`src/rtl/pbus_strobe_pkg.sv`:
```
package pbus_strobe_pkg;

    localparam int CNT_W  = 7;
    localparam int LINE_N = 4;

    // line index inside the polarity vector
    localparam int LN_A0 = 0;
    localparam int LN_RE = 1;
    localparam int LN_WE = 2;
    localparam int LN_CS = 3;

    // edge word field positions
    localparam int CS_ON_LSB  = 0;
    localparam int CS_OFF_LSB = 4;
    localparam int WE_ON_LSB  = 10;
    localparam int WE_OFF_LSB = 14;
    localparam int RE_ON_LSB  = 20;
    localparam int RE_OFF_LSB = 24;
    localparam int ON_W       = 4;
    localparam int OFF_W      = 6;

    // cycle word field positions
    localparam int WR_LEN_LSB = 0;
    localparam int RD_LEN_LSB = 6;
    localparam int GAP_LSB    = 12;
    localparam int ACC_LSB    = 22;

    typedef enum logic [1:0] {
        ST_IDLE   = 2'd0,
        ST_ACTIVE = 2'd1,
        ST_GAP    = 2'd2
    } bus_state_t;

    typedef struct packed {
        logic [CNT_W-1:0] cs_on;
        logic [CNT_W-1:0] cs_off;
        logic [CNT_W-1:0] we_on;
        logic [CNT_W-1:0] we_off;
        logic [CNT_W-1:0] re_on;
        logic [CNT_W-1:0] re_off;
        logic [CNT_W-1:0] acc;
        logic [CNT_W-1:0] wr_len;
        logic [CNT_W-1:0] rd_len;
        logic [CNT_W-1:0] gap;
    } edge_set_t;

    function automatic logic [CNT_W-1:0] tmax(input logic [CNT_W-1:0] a,
                                              input logic [CNT_W-1:0] b);
        return (a > b) ? a : b;
    endfunction

endpackage

```
`src/rtl/pbus_timing_clamp.sv`:
```
module pbus_timing_clamp
    import pbus_strobe_pkg::*;
(
    input  logic [31:0] edge_word_i,
    input  logic [31:0] cycle_word_i,
    output edge_set_t   eff_o,
    output logic        clamped_o
);

    edge_set_t raw;

    always_comb begin
        raw        = '0;
        raw.cs_on  = CNT_W'(edge_word_i[CS_ON_LSB  +: ON_W]);
        raw.cs_off = CNT_W'(edge_word_i[CS_OFF_LSB +: OFF_W]);
        raw.we_on  = CNT_W'(edge_word_i[WE_ON_LSB  +: ON_W]);
        raw.we_off = CNT_W'(edge_word_i[WE_OFF_LSB +: OFF_W]);
        raw.re_on  = CNT_W'(edge_word_i[RE_ON_LSB  +: ON_W]);
        raw.re_off = CNT_W'(edge_word_i[RE_OFF_LSB +: OFF_W]);
        raw.wr_len = CNT_W'(cycle_word_i[WR_LEN_LSB +: OFF_W]);
        raw.rd_len = CNT_W'(cycle_word_i[RD_LEN_LSB +: OFF_W]);
        raw.gap    = CNT_W'(cycle_word_i[GAP_LSB    +: OFF_W]);
        raw.acc    = CNT_W'(cycle_word_i[ACC_LSB    +: OFF_W]);
    end

    always_comb begin
        eff_o        = raw;
        eff_o.we_off = tmax(raw.we_off, raw.we_on + 1'b1);
        eff_o.re_off = tmax(raw.re_off, raw.re_on + 1'b1);
        eff_o.cs_off = tmax(tmax(raw.cs_off, raw.cs_on + 1'b1),
                            tmax(eff_o.we_off, eff_o.re_off));
        eff_o.acc    = tmax(raw.acc, raw.re_on + 1'b1);
        eff_o.wr_len = tmax(raw.wr_len, eff_o.cs_off);
        eff_o.rd_len = tmax(tmax(raw.rd_len, eff_o.cs_off), eff_o.acc + 1'b1);
        clamped_o    = (eff_o.we_off != raw.we_off) || (eff_o.re_off != raw.re_off)
                    || (eff_o.cs_off != raw.cs_off) || (eff_o.acc    != raw.acc)
                    || (eff_o.wr_len != raw.wr_len) || (eff_o.rd_len != raw.rd_len);
    end

endmodule

```
`src/rtl/pbus_tick_gen.sv`:
```
module pbus_tick_gen #(
    parameter int MAX_DIV = 2
) (
    input  logic clk,
    input  logic rst_n,
    input  logic restart_i,
    input  logic slow_i,
    output logic adv_o
);

    localparam int PH_W = (MAX_DIV > 1) ? $clog2(MAX_DIV) : 1;
    localparam logic [PH_W-1:0] PH_LAST = PH_W'(MAX_DIV - 1);

    logic [PH_W-1:0] phase_q;

    assign adv_o = !slow_i || (phase_q == PH_LAST);

    always_ff @(posedge clk or negedge rst_n) begin
        if (!rst_n) begin
            phase_q <= '0;
        end else if (restart_i || adv_o) begin
            phase_q <= '0;
        end else begin
            phase_q <= phase_q + 1'b1;
        end
    end

endmodule

```
`src/rtl/pbus_strobe_timer.sv`:
```
module pbus_strobe_timer
    import pbus_strobe_pkg::*;
#(
    parameter int DATA_W = 16
) (
    input  logic              clk,
    input  logic              rst_n,
    input  logic              start_i,
    input  logic              rd_i,
    input  logic              data_sel_i,
    input  logic              tick_x2_i,
    input  logic [3:0]        pol_i,
    input  logic [31:0]       edge_word_i,
    input  logic [31:0]       cycle_word_i,
    input  logic [DATA_W-1:0] wdata_i,
    input  logic [DATA_W-1:0] bus_din_i,
    output logic              cs_o,
    output logic              we_o,
    output logic              re_o,
    output logic              a0_o,
    output logic [DATA_W-1:0] bus_dout_o,
    output logic              bus_oe_o,
    output logic [DATA_W-1:0] rdata_o,
    output logic              done_o,
    output logic              clamp_warn_o
);

    bus_state_t        state_q, state_d;
    edge_set_t         eff, tm_q;
    logic              clamped;
    logic [CNT_W-1:0]  cnt_q, len;
    logic              rd_q, a0_q, x2_q, warn_q, done_q;
    logic [DATA_W-1:0] wdata_q, rdata_q;
    logic              adv, accept, wrap, fin;
    logic              cs_l, we_l, re_l, active;
    logic [LINE_N-1:0] line_act, line_pin;

    pbus_timing_clamp u_clamp (
        .edge_word_i  (edge_word_i),
        .cycle_word_i (cycle_word_i),
        .eff_o        (eff),
        .clamped_o    (clamped)
    );

    pbus_tick_gen #(.MAX_DIV(2)) u_tick (
        .clk       (clk),
        .rst_n     (rst_n),
        .restart_i (accept),
        .slow_i    (x2_q),
        .adv_o     (adv)
    );

    assign accept = (state_q == ST_IDLE) && start_i;
    assign len    = rd_q ? tm_q.rd_len : tm_q.wr_len;

    // next state
    always_comb begin
        state_d = state_q;
        wrap    = 1'b0;
        fin     = 1'b0;
        unique case (state_q)
            ST_IDLE: begin
                if (start_i) state_d = ST_ACTIVE;
            end
            ST_ACTIVE: begin
                if (adv && (cnt_q == len - 1'b1)) begin
                    wrap = 1'b1;
                    if (tm_q.gap == '0) begin
                        state_d = ST_IDLE;
                        fin     = 1'b1;
                    end else begin
                        state_d = ST_GAP;
                    end
                end
            end
            ST_GAP: begin
                if (adv && (cnt_q == tm_q.gap - 1'b1)) begin
                    wrap    = 1'b1;
                    state_d = ST_IDLE;
                    fin     = 1'b1;
                end
            end
            default: state_d = ST_IDLE;
        endcase
    end

    // state register and access context
    always_ff @(posedge clk or negedge rst_n) begin
        if (!rst_n) begin
            state_q <= ST_IDLE;
            cnt_q   <= '0;
            tm_q    <= '0;
            rd_q    <= 1'b0;
            a0_q    <= 1'b0;
            x2_q    <= 1'b0;
            warn_q  <= 1'b0;
            wdata_q <= '0;
            rdata_q <= '0;
            done_q  <= 1'b0;
        end else begin
            state_q <= state_d;
            done_q  <= fin;
            if (accept) begin
                cnt_q   <= '0;
                tm_q    <= eff;
                rd_q    <= rd_i;
                a0_q    <= data_sel_i;
                x2_q    <= tick_x2_i;
                warn_q  <= clamped;
                wdata_q <= wdata_i;
            end else if ((state_q != ST_IDLE) && adv) begin
                cnt_q <= wrap ? '0 : cnt_q + 1'b1;
            end
            if ((state_q == ST_ACTIVE) && adv && rd_q && (cnt_q == tm_q.acc)) begin
                rdata_q <= bus_din_i;
            end
        end
    end

    // outputs
    always_comb begin
        active = (state_q == ST_ACTIVE);
        cs_l   = active && (cnt_q >= tm_q.cs_on) && (cnt_q < tm_q.cs_off);
        we_l   = active && !rd_q && (cnt_q >= tm_q.we_on) && (cnt_q < tm_q.we_off);
        re_l   = active &&  rd_q && (cnt_q >= tm_q.re_on) && (cnt_q < tm_q.re_off);
        line_act         = '0;
        line_act[LN_A0]  = a0_q;
        line_act[LN_RE]  = re_l;
        line_act[LN_WE]  = we_l;
        line_act[LN_CS]  = cs_l;
    end

    for (genvar g = 0; g < LINE_N; g++) begin : g_pol
        assign line_pin[g] = pol_i[g] ? line_act[g] : ~line_act[g];
    end

    assign a0_o         = line_pin[LN_A0];
    assign re_o         = line_pin[LN_RE];
    assign we_o         = line_pin[LN_WE];
    assign cs_o         = line_pin[LN_CS];
    assign bus_oe_o     = active && !rd_q;
    assign bus_dout_o   = wdata_q;
    assign rdata_o      = rdata_q;
    assign done_o       = done_q;
    assign clamp_warn_o = warn_q;

endmodule

```
`config.mk`:
```
export PLATFORM = sky130hd
export DESIGN_NAME = pbus_strobe_timer
export DESIGN_NICKNAME = d
export VERILOG_FILES = /design/src/rtl/pbus_strobe_pkg.sv /design/src/rtl/pbus_timing_clamp.sv /design/src/rtl/pbus_tick_gen.sv /design/src/rtl/pbus_strobe_timer.sv
export SDC_FILE = /design/constraint.sdc
export NUM_CORES = 1
export LEC_CHECK = 0
export BUFFER_PORTS_ARGS = -buffer_cell sky130_fd_sc_hd__clkbuf_2
export CAP_MARGIN = 30
export CORE_MARGIN = 10
export CORE_UTILIZATION = 40
export CTS_BUF_LIST = sky130_fd_sc_hd__clkbuf_4 sky130_fd_sc_hd__clkbuf_8 sky130_fd_sc_hd__clkbuf_16
export DETAILED_ROUTE_END_ITERATION = 6
export GPL_ROUTABILITY_DRIVEN = 0
export MAX_ROUTING_LAYER = met4
export PLACE_DENSITY = 0.66
export SYNTH_ARGS = -nofsm -noshare
export SYNTH_HDL_FRONTEND = slang
export SYNTH_SLANG_ARGS = --single-unit
```
`constraint.sdc`:
```
create_clock -name clk -period 4.8 [get_ports clk]
set_input_delay 0.24 -clock clk [delete_from_list [all_inputs] [get_ports clk]]
set_output_delay 0.24 -clock clk [all_outputs]
set_load 0.005 [all_outputs]
```
==> results of run 1 <==
logic make-up (layout without fill, tap and decap cells):
| kind of cell | Yosys count | in the layout |
|---|---|---|
| buffers and inverters | 108 | 416 |
| adder cells (fa/ha/maj) | 74 | 74 |
| XOR/XNOR | 69 | 69 |
| AND/OR/NAND/NOR | 340 | 341 |
| multiplexers | 41 | 41 |
| AO/OA/AOI/OAI | 226 | 226 |
| flip-flops | 102 | 102 |
repair_timing:
| item | CTS | global route |
|---|---|---|
| hold buffers | 1 | 0 |
| gates cloned | 1 | 1 |
| pin swaps | 19 | 47 |
| setup buffers | 15 | 16 |
| setup endpoints to repair | 19 | 19 |
| endpoints found under the hold margin | 2 | 0 |
| gates resized for setup | 47 | 60 |
layout make-up:
| type | count | area, um2 |
|---|---|---|
| multi-input cells | 751 | 5772 |
| inverters | 76 | 287.8 |
| flip-flops and latches | 102 | 2552 |
| clock inverters | 6 | 40.04 |
| clock buffers | 9 | 225.2 |
| repair buffers | 325 | 2186 |
| well taps | 265 | 331.6 |
| fillers | 1759 | 8195 |
flip-flops by register name (all words and copies together), names as in the netlist:
name,count
clamp_warn_o,1
state_q,2
done_o,1
u_tick.phase_q,1
x2_q,1
cnt_q,7
tm_q,55
a0_q,1
rd_q,1
bus_dout_o,16
rdata_o,16
worst reg2reg max path, cell delays in order (launching register included):
cell and delay [ns]:
dfrtp_1 0.68, mux2i_1 0.42, ha_1 0.30, xnor2_1 0.13, a2111oi_0 0.37, and3_1 0.22, o211ai_1 0.12, inv_1 0.07
nand2_1 0.06, nand2_1 0.07, nand2_1 0.05, nand3_1 0.27, nor2_1 0.07, o21ai_0 0.15, o21ai_0 0.13
path summary, 6_finish.rpt:
| kind | from | to | slack, ns | depth (start not counted) |
|---|---|---|---|---|
| min reg2reg | bus_dout_o[9] | bus_dout_o[9] | 0.48 | 2 |
| min in group asynchronous | rst_n | rdata_o[0] | 0.51 | 2 |
| max in group asynchronous | rst_n | done_o | 3.26 | 3 |
| max reg2reg | rd_q | cnt_q[2] | 1.55 | 14 |
| min | wdata_i[1] | bus_dout_o[1] | 0.08 | 3 |
| max | edge_word_i[11] | clamp_warn_o | -2.89 | 45 |
layer usage:
layer	track usage	part of all wire
met5	-	0
met4	0.05955	0.023
met3	0.03059	0.053
met2	0.3132	0.48
met1	0.2351	0.45
power breakdown:
group	switching (mW)	leakage [nW]	internal (mW)
combinational	1.71	4.10	1.57
sequential	0.287	1.26	1.25
clock	0.312	0.119	0.346
through the flow:
| step | util | worst slack [ns] |
|---|---|---|
| after floorplan | - | -2.972 |
| after global placement | 0.5302 | -2.962 |
| after detailed placement | 0.5302 | -3.266 |
| after CTS | 0.5619 | -2.636 |
| after global routing | 0.5817 | -3.281 |
| final | 0.5817 | -2.887 |
placed cells by master (no fill, tap or decap), types with 5 or more instances in the layout:
cell and instances:
buf_4 180, nand2_1 171, clkbuf_2 129, dfrtp_1 102, inv_1 72, o21ai_0 64, ha_1 58, xnor2_1 43
nor2_1 32, a21oi_1 25, xor2_1 23, mux2_2 21, nand3_1 16, nand2b_1 15, mux2i_1 13, a21o_1 12
buf_6 11, nor2b_1 10, o211ai_1 10, ha_4 10, o21ai_1 9, nor3_1 9, clkbuf_16 9, a21oi_4 8
nand4_1 8, o21ai_2 8, o22ai_1 8, a211oi_1 8, and3_1 7, and2_1 7, nor2_4 7, or2_2 6
a21oi_2 6, nor4_1 6, o21a_1 5, nor2_2 5, o31ai_1 5
==> summary.txt, run 1 <==
Run status
  • Status: finished, violations left
  • Violated checks: setup timing

Cells and area
  • Area grow syn2layout: 41.70%
  • Layout cells sized above 1: 0.3783
  • Final instance area: 11390 um2
  • Non-Filler Instances: 1534
  • Final #Nets: 1440
  • Diodes inserted: 0

Run
  • Maxcap violations: 0

Pwr
  • Total power: 5.472 mW
  • Worst vdd ir: 254.7 uV
  • Cell area power density: 480.2 nW/um2
  • Leakage: 5.476 nW

Detailed routing
  • Remaining antenna violation count after routing: 0
  • Drc violations: 0
  • Iteration-0 DRC Markers: 466
  • Vias per cell: 5.253
  • Final wirelength: 25370 um
  • WL/cell: 16.54 um
  • Vias: 8058
  • DRT Pass-1 Iters: 5

Logic synthesis
  • Post-Syn Instances: 960
  • Post-Synth XOR/XNOR Area: 0.07515
  • Mux contribution to synthesized area: 0.05710
  • EDFF count, synth: 0
  • Syn_area_per_cell: 8.377 um2
  • Post-synth top area share: 0.3174
  • Most frequent cell after synthesis: nand2_1
  • Largest family of logic cells by synthesized area: simple AND/OR/NAND/NOR gates
  • Adder-Cell Fraction of Synth Area: 0.1136
  • Yosys reg bits: 102
  • Syn Std Cell Area: 8041 um2
  • Yosys cell types: 75
  • Leading post-synthesis cells by cell area: dfrtp_1 32%, ha_1 11%, nand2_1 8.1%
  • Synth Area in Simple Gates: 0.2012
  • Most frequent cells after synthesis: 174 x nand2_1, 102 x dfrtp_1, 76 x inv_1
  • Compound-cell area share of the yosys netlist: 0.1848
  • Cell taking the most area after synthesis: dfrtp_1
  • Sequential element share of the synthesized area: 0.3174
  • Syn Nets: 1135
  • Asr flop ratio synth: 1.000
  • Synth Warn #: 0
  • Synth Flop Type: dfrtp_1

Hold path
  • Worst Hold Class: input pin to flip-flop

Die
  • Die Y: 161.8 um
  • Die width: 161.8 um
  • Num rows: 51
  • Core Area: 19590 um2
  • IO Count: 145
  • Initial Utilization: 0.4105
  • Die Area: 26170 um2

STA
  • RSZ-0062 raised after global routing: yes
  • Crit share post-route: 1.602
  • Crit path time final: 7.687 ns
  • Setup_tns: -29.99 ns
  • Setup-failing EPs final: 19
  • Max-slew violation count: 0
  • Final hold viol count: 0
  • Max Fclk: 130.1 MHz
  • Worst Tran Pin Value: 0.9577 ns
  • Final clock skew: 0.007228 ns
  • Minimum hold slack: 0.08327 ns
  • Final setup margin: -2.887 ns
  • Slew HR: 0.3450

GRT
  • Initial antenna violation count: 0
  • Number of global-route vias before repair: 8147
  • Global-route wire length before repair: 40320 um
  • Largest net degree at the start of global routing: 88
  • GRT Total Usage: 0.1903
  • GR Overflow Total: 0

Clock network
  • CTS Root Cell: clkbuf_16
  • Clock sinks: 102
  • H-tree levels: 3
  • CTS Buf Count: 9
  • Clk Latency, worst-skew pair: 0.34 ns
  • CTS tree: built
  • Clk buf depth: 2
  • Clock slew at reported path FFs: 0.07 ns

Critical path
  • Worst endpoint required time: 5.01 ns
  • Buffers & Inverters on Critical Path: 6
  • Largest stage delay on the critical path: 0.56 ns
  • Setup crit end kind: flip-flop
  • Type of origin of the critical path: input pin
  • CP Max Fanout: 4
  • CP delay by family, top: simple AND/OR/NAND/NOR gates
  • Crit path DAT: 7.90 ns
  • Worst setup path class: input pin to flip-flop
  • CP max stage cell: or4b_4

Placement
  • Dpl hpwl: 19310 um
  • DP Area: 10390 um2
  • Port Buffer Count: 134
  • Placed Instances: 1486
No activity file was read; power rests on OpenSTA's default activity.
==> run 2: changes to the inputs <==
--- a/config.mk
+++ b/config.mk
@@ -7,7 +7,7 @@
 export LEC_CHECK = 0
 export BUFFER_PORTS_ARGS = -buffer_cell sky130_fd_sc_hd__clkbuf_2
 export CAP_MARGIN = 30
-export CORE_MARGIN = 10
+export CORE_MARGIN = 8
 export CORE_UTILIZATION = 40
 export CTS_BUF_LIST = sky130_fd_sc_hd__clkbuf_4 sky130_fd_sc_hd__clkbuf_8 sky130_fd_sc_hd__clkbuf_16
 export DETAILED_ROUTE_END_ITERATION = 6
==> summary.txt, run 2 (same netlist as run 1, synthesis figures left out) <==
Clock network
  • CTS Root Cell: clkbuf_16
  • H-tree levels: 3
  • Clk Latency, worst-skew pair: 0.34 ns
  • Clock sinks: 102
  • Clock slew at reported path FFs: 0.07 ns
  • CTS Buf Count: 9
  • CTS tree: built
  • Clk buf depth: 2

Die
  • Num rows: 52
  • Die width: 157.8 um
  • Die Area: 24900 um2
  • Die Y: 157.8 um
  • Initial Utilization: 0.4026
  • IO Count: 145
  • Core Area: 19970 um2

STA
  • Final hold viol count: 26
  • Slew HR: 0.3742
  • Max-slew violation count: 0
  • Crit path time final: 7.738 ns
  • Minimum hold slack: -0.01330 ns
  • Final clock skew: 0.007767 ns
  • Setup-failing EPs final: 19
  • RSZ-0062 raised after global routing: yes
  • Max Fclk: 129.2 MHz
  • Final setup margin: -2.938 ns
  • Crit share post-route: 1.612
  • Worst Tran Pin Value: 0.9151 ns

Cells and area
  • Most frequent cells in the layout: 176 x buf_4, 170 x nand2_1, 131 x clkbuf_2
  • Final #Nets: 1434
  • Commonest non-fill, non-tap cell in the layout: buf_4
  • Fin util: 0.5665
  • Number of flip-flops in the largest register: 55
  • Diodes inserted: 0
  • Largest Register: tm_q
  • Area grow syn2layout: 40.70%
  • Layout cells sized above 1: 0.3758

Pwr
  • Total power: 5.492 mW
  • Worst vdd ir: 259.7 uV
  • Leakage: 5.474 nW
  • Cell area power density: 485.4 nW/um2

Critical path
  • Worst endpoint required time: 5.07 ns
  • CP most frequent cell: ha_4
  • CP Max Fanout: 7
  • Worst setup path class: input pin to flip-flop
  • Largest stage delay on the critical path: 0.54 ns
  • Type of origin of the critical path: input pin
  • Crit path DAT: 8.01 ns
  • CP max stage cell: or4b_4
  • Setup crit end kind: flip-flop

Placement
  • Port Buffer Count: 134
  • Dpl hpwl: 18880 um
  • Place WS: -3.294 ns

Detailed routing
  • Vias per cell: 5.254
  • DRT Pass-1 Iters: 5
  • WL/cell: 16.23 um
  • Vias: 8060
  • Final wirelength: 24900 um
  • Remaining antenna violation count after routing: 0
  • Iteration-0 DRC Markers: 522
  • Drc violations: 0

Run
  • Maxcap violations: 0

Hold path
  • Worst Hold Class: input pin to asynchronous set/reset pin

Run status
  • Violated checks: hold timing, setup timing
  • Status: finished, violations left

GRT
  • Number of global-route vias before repair: 8136
  • Largest net degree at the start of global routing: 88
  • GR Overflow Total: 0
  • Initial antenna violation count: 0
  • GRT Total Usage: 0.2043
  • Global-route wire length before repair: 39900 um
[run 2: changes by cell type in the layout (fill, tap and decap cells not counted), moves of 2 or more]
cell and delta:
clkbuf_2 +2, nor3_2 +2, clkbuf_8 +2, nand2_2 +2, buf_4 -4, o31ai_4 -3, o31ai_2 +3, o21ai_0 -2
buf_6 -4, clkinvlp_4 -3
[run 2: per-layer routing]
metal  up-vias  part of all wire  global-route usage
li1       3961                 -                   -
met2       241              0.48              0.3387
met4         0             0.022             0.06210
met5         -                 0                   -
met1      3816              0.44              0.2542
met3        42             0.058             0.02948
[run 2: through the flow]
stage                     area (um2)  setup TNS (ns)  cells
final                          11310          -28.85   1534
after CTS                      10940          -25.58   1519
after global routing           11310          -34.64   1534
after floorplan                 8325          -31.64    960
after detailed placement       10350          -36.33   1485
after global placement         10350          -32.97   1485
[run 2: layout make-up]
cell class | instances | area, um2
clock buffer | 11 | 252.7
clock inverter | 5 | 56.30
sequential | 102 | 2552
fill | 1810 | 8660
tap | 270 | 337.8
inverter | 76 | 287.8
timing repair buffer | 318 | 2111
multi-input combinational | 752 | 5717
[run 2: critical path, delay by kind of cell]
kind / cells / cell delay, ns
AOI/OAI and AO/OA: 15 / 2.24
adders and majority gates: 6 / 1.49
buffers and inverters: 4 / 0.36
muxes: 3 / 0.86
and+or+nand+nor: 16 / 2.81
[run 2: report_power, final]
| group | leakage (nW) | internal, mW | switching, mW |
|---|---|---|---|
| sequential | 1.26 | 1.25 | 0.278 |
| combinational | 4.06 | 1.55 | 1.66 |
| clock | 0.152 | 0.433 | 0.317 |
| total | 5.47 | 3.23 | 2.26 |
[run 2: worst paths after layout]
| check | endpoint | cells after the start | from | slack [ns] |
|---|---|---|---|---|
| max | tm_q[9] | 44 | edge_word_i[20] | -2.94 |
| min | rdata_o[15] | 1 | rst_n | -0.01 |
| max reg2reg | cnt_q[5] | 14 | rd_q | 1.57 |
| min reg2reg | bus_dout_o[9] | 2 | bus_dout_o[9] | 0.47 |
| max in group asynchronous | rd_q | 2 | rst_n | 3.75 |
| min in group clk | bus_dout_o[0] | 3 | wdata_i[0] | 0.08 |
[run 2: repair_timing]
| item | in CTS | in global routing |
|---|---|---|
| gates resized for setup | 33 | 58 |
| hold buffers | 0 | 0 |
| pin swaps | 16 | 24 |
| buffers inserted | 16 | 15 |
| endpoints found under the setup margin | 19 | 19 |
| gates cloned | 2 | 1 |
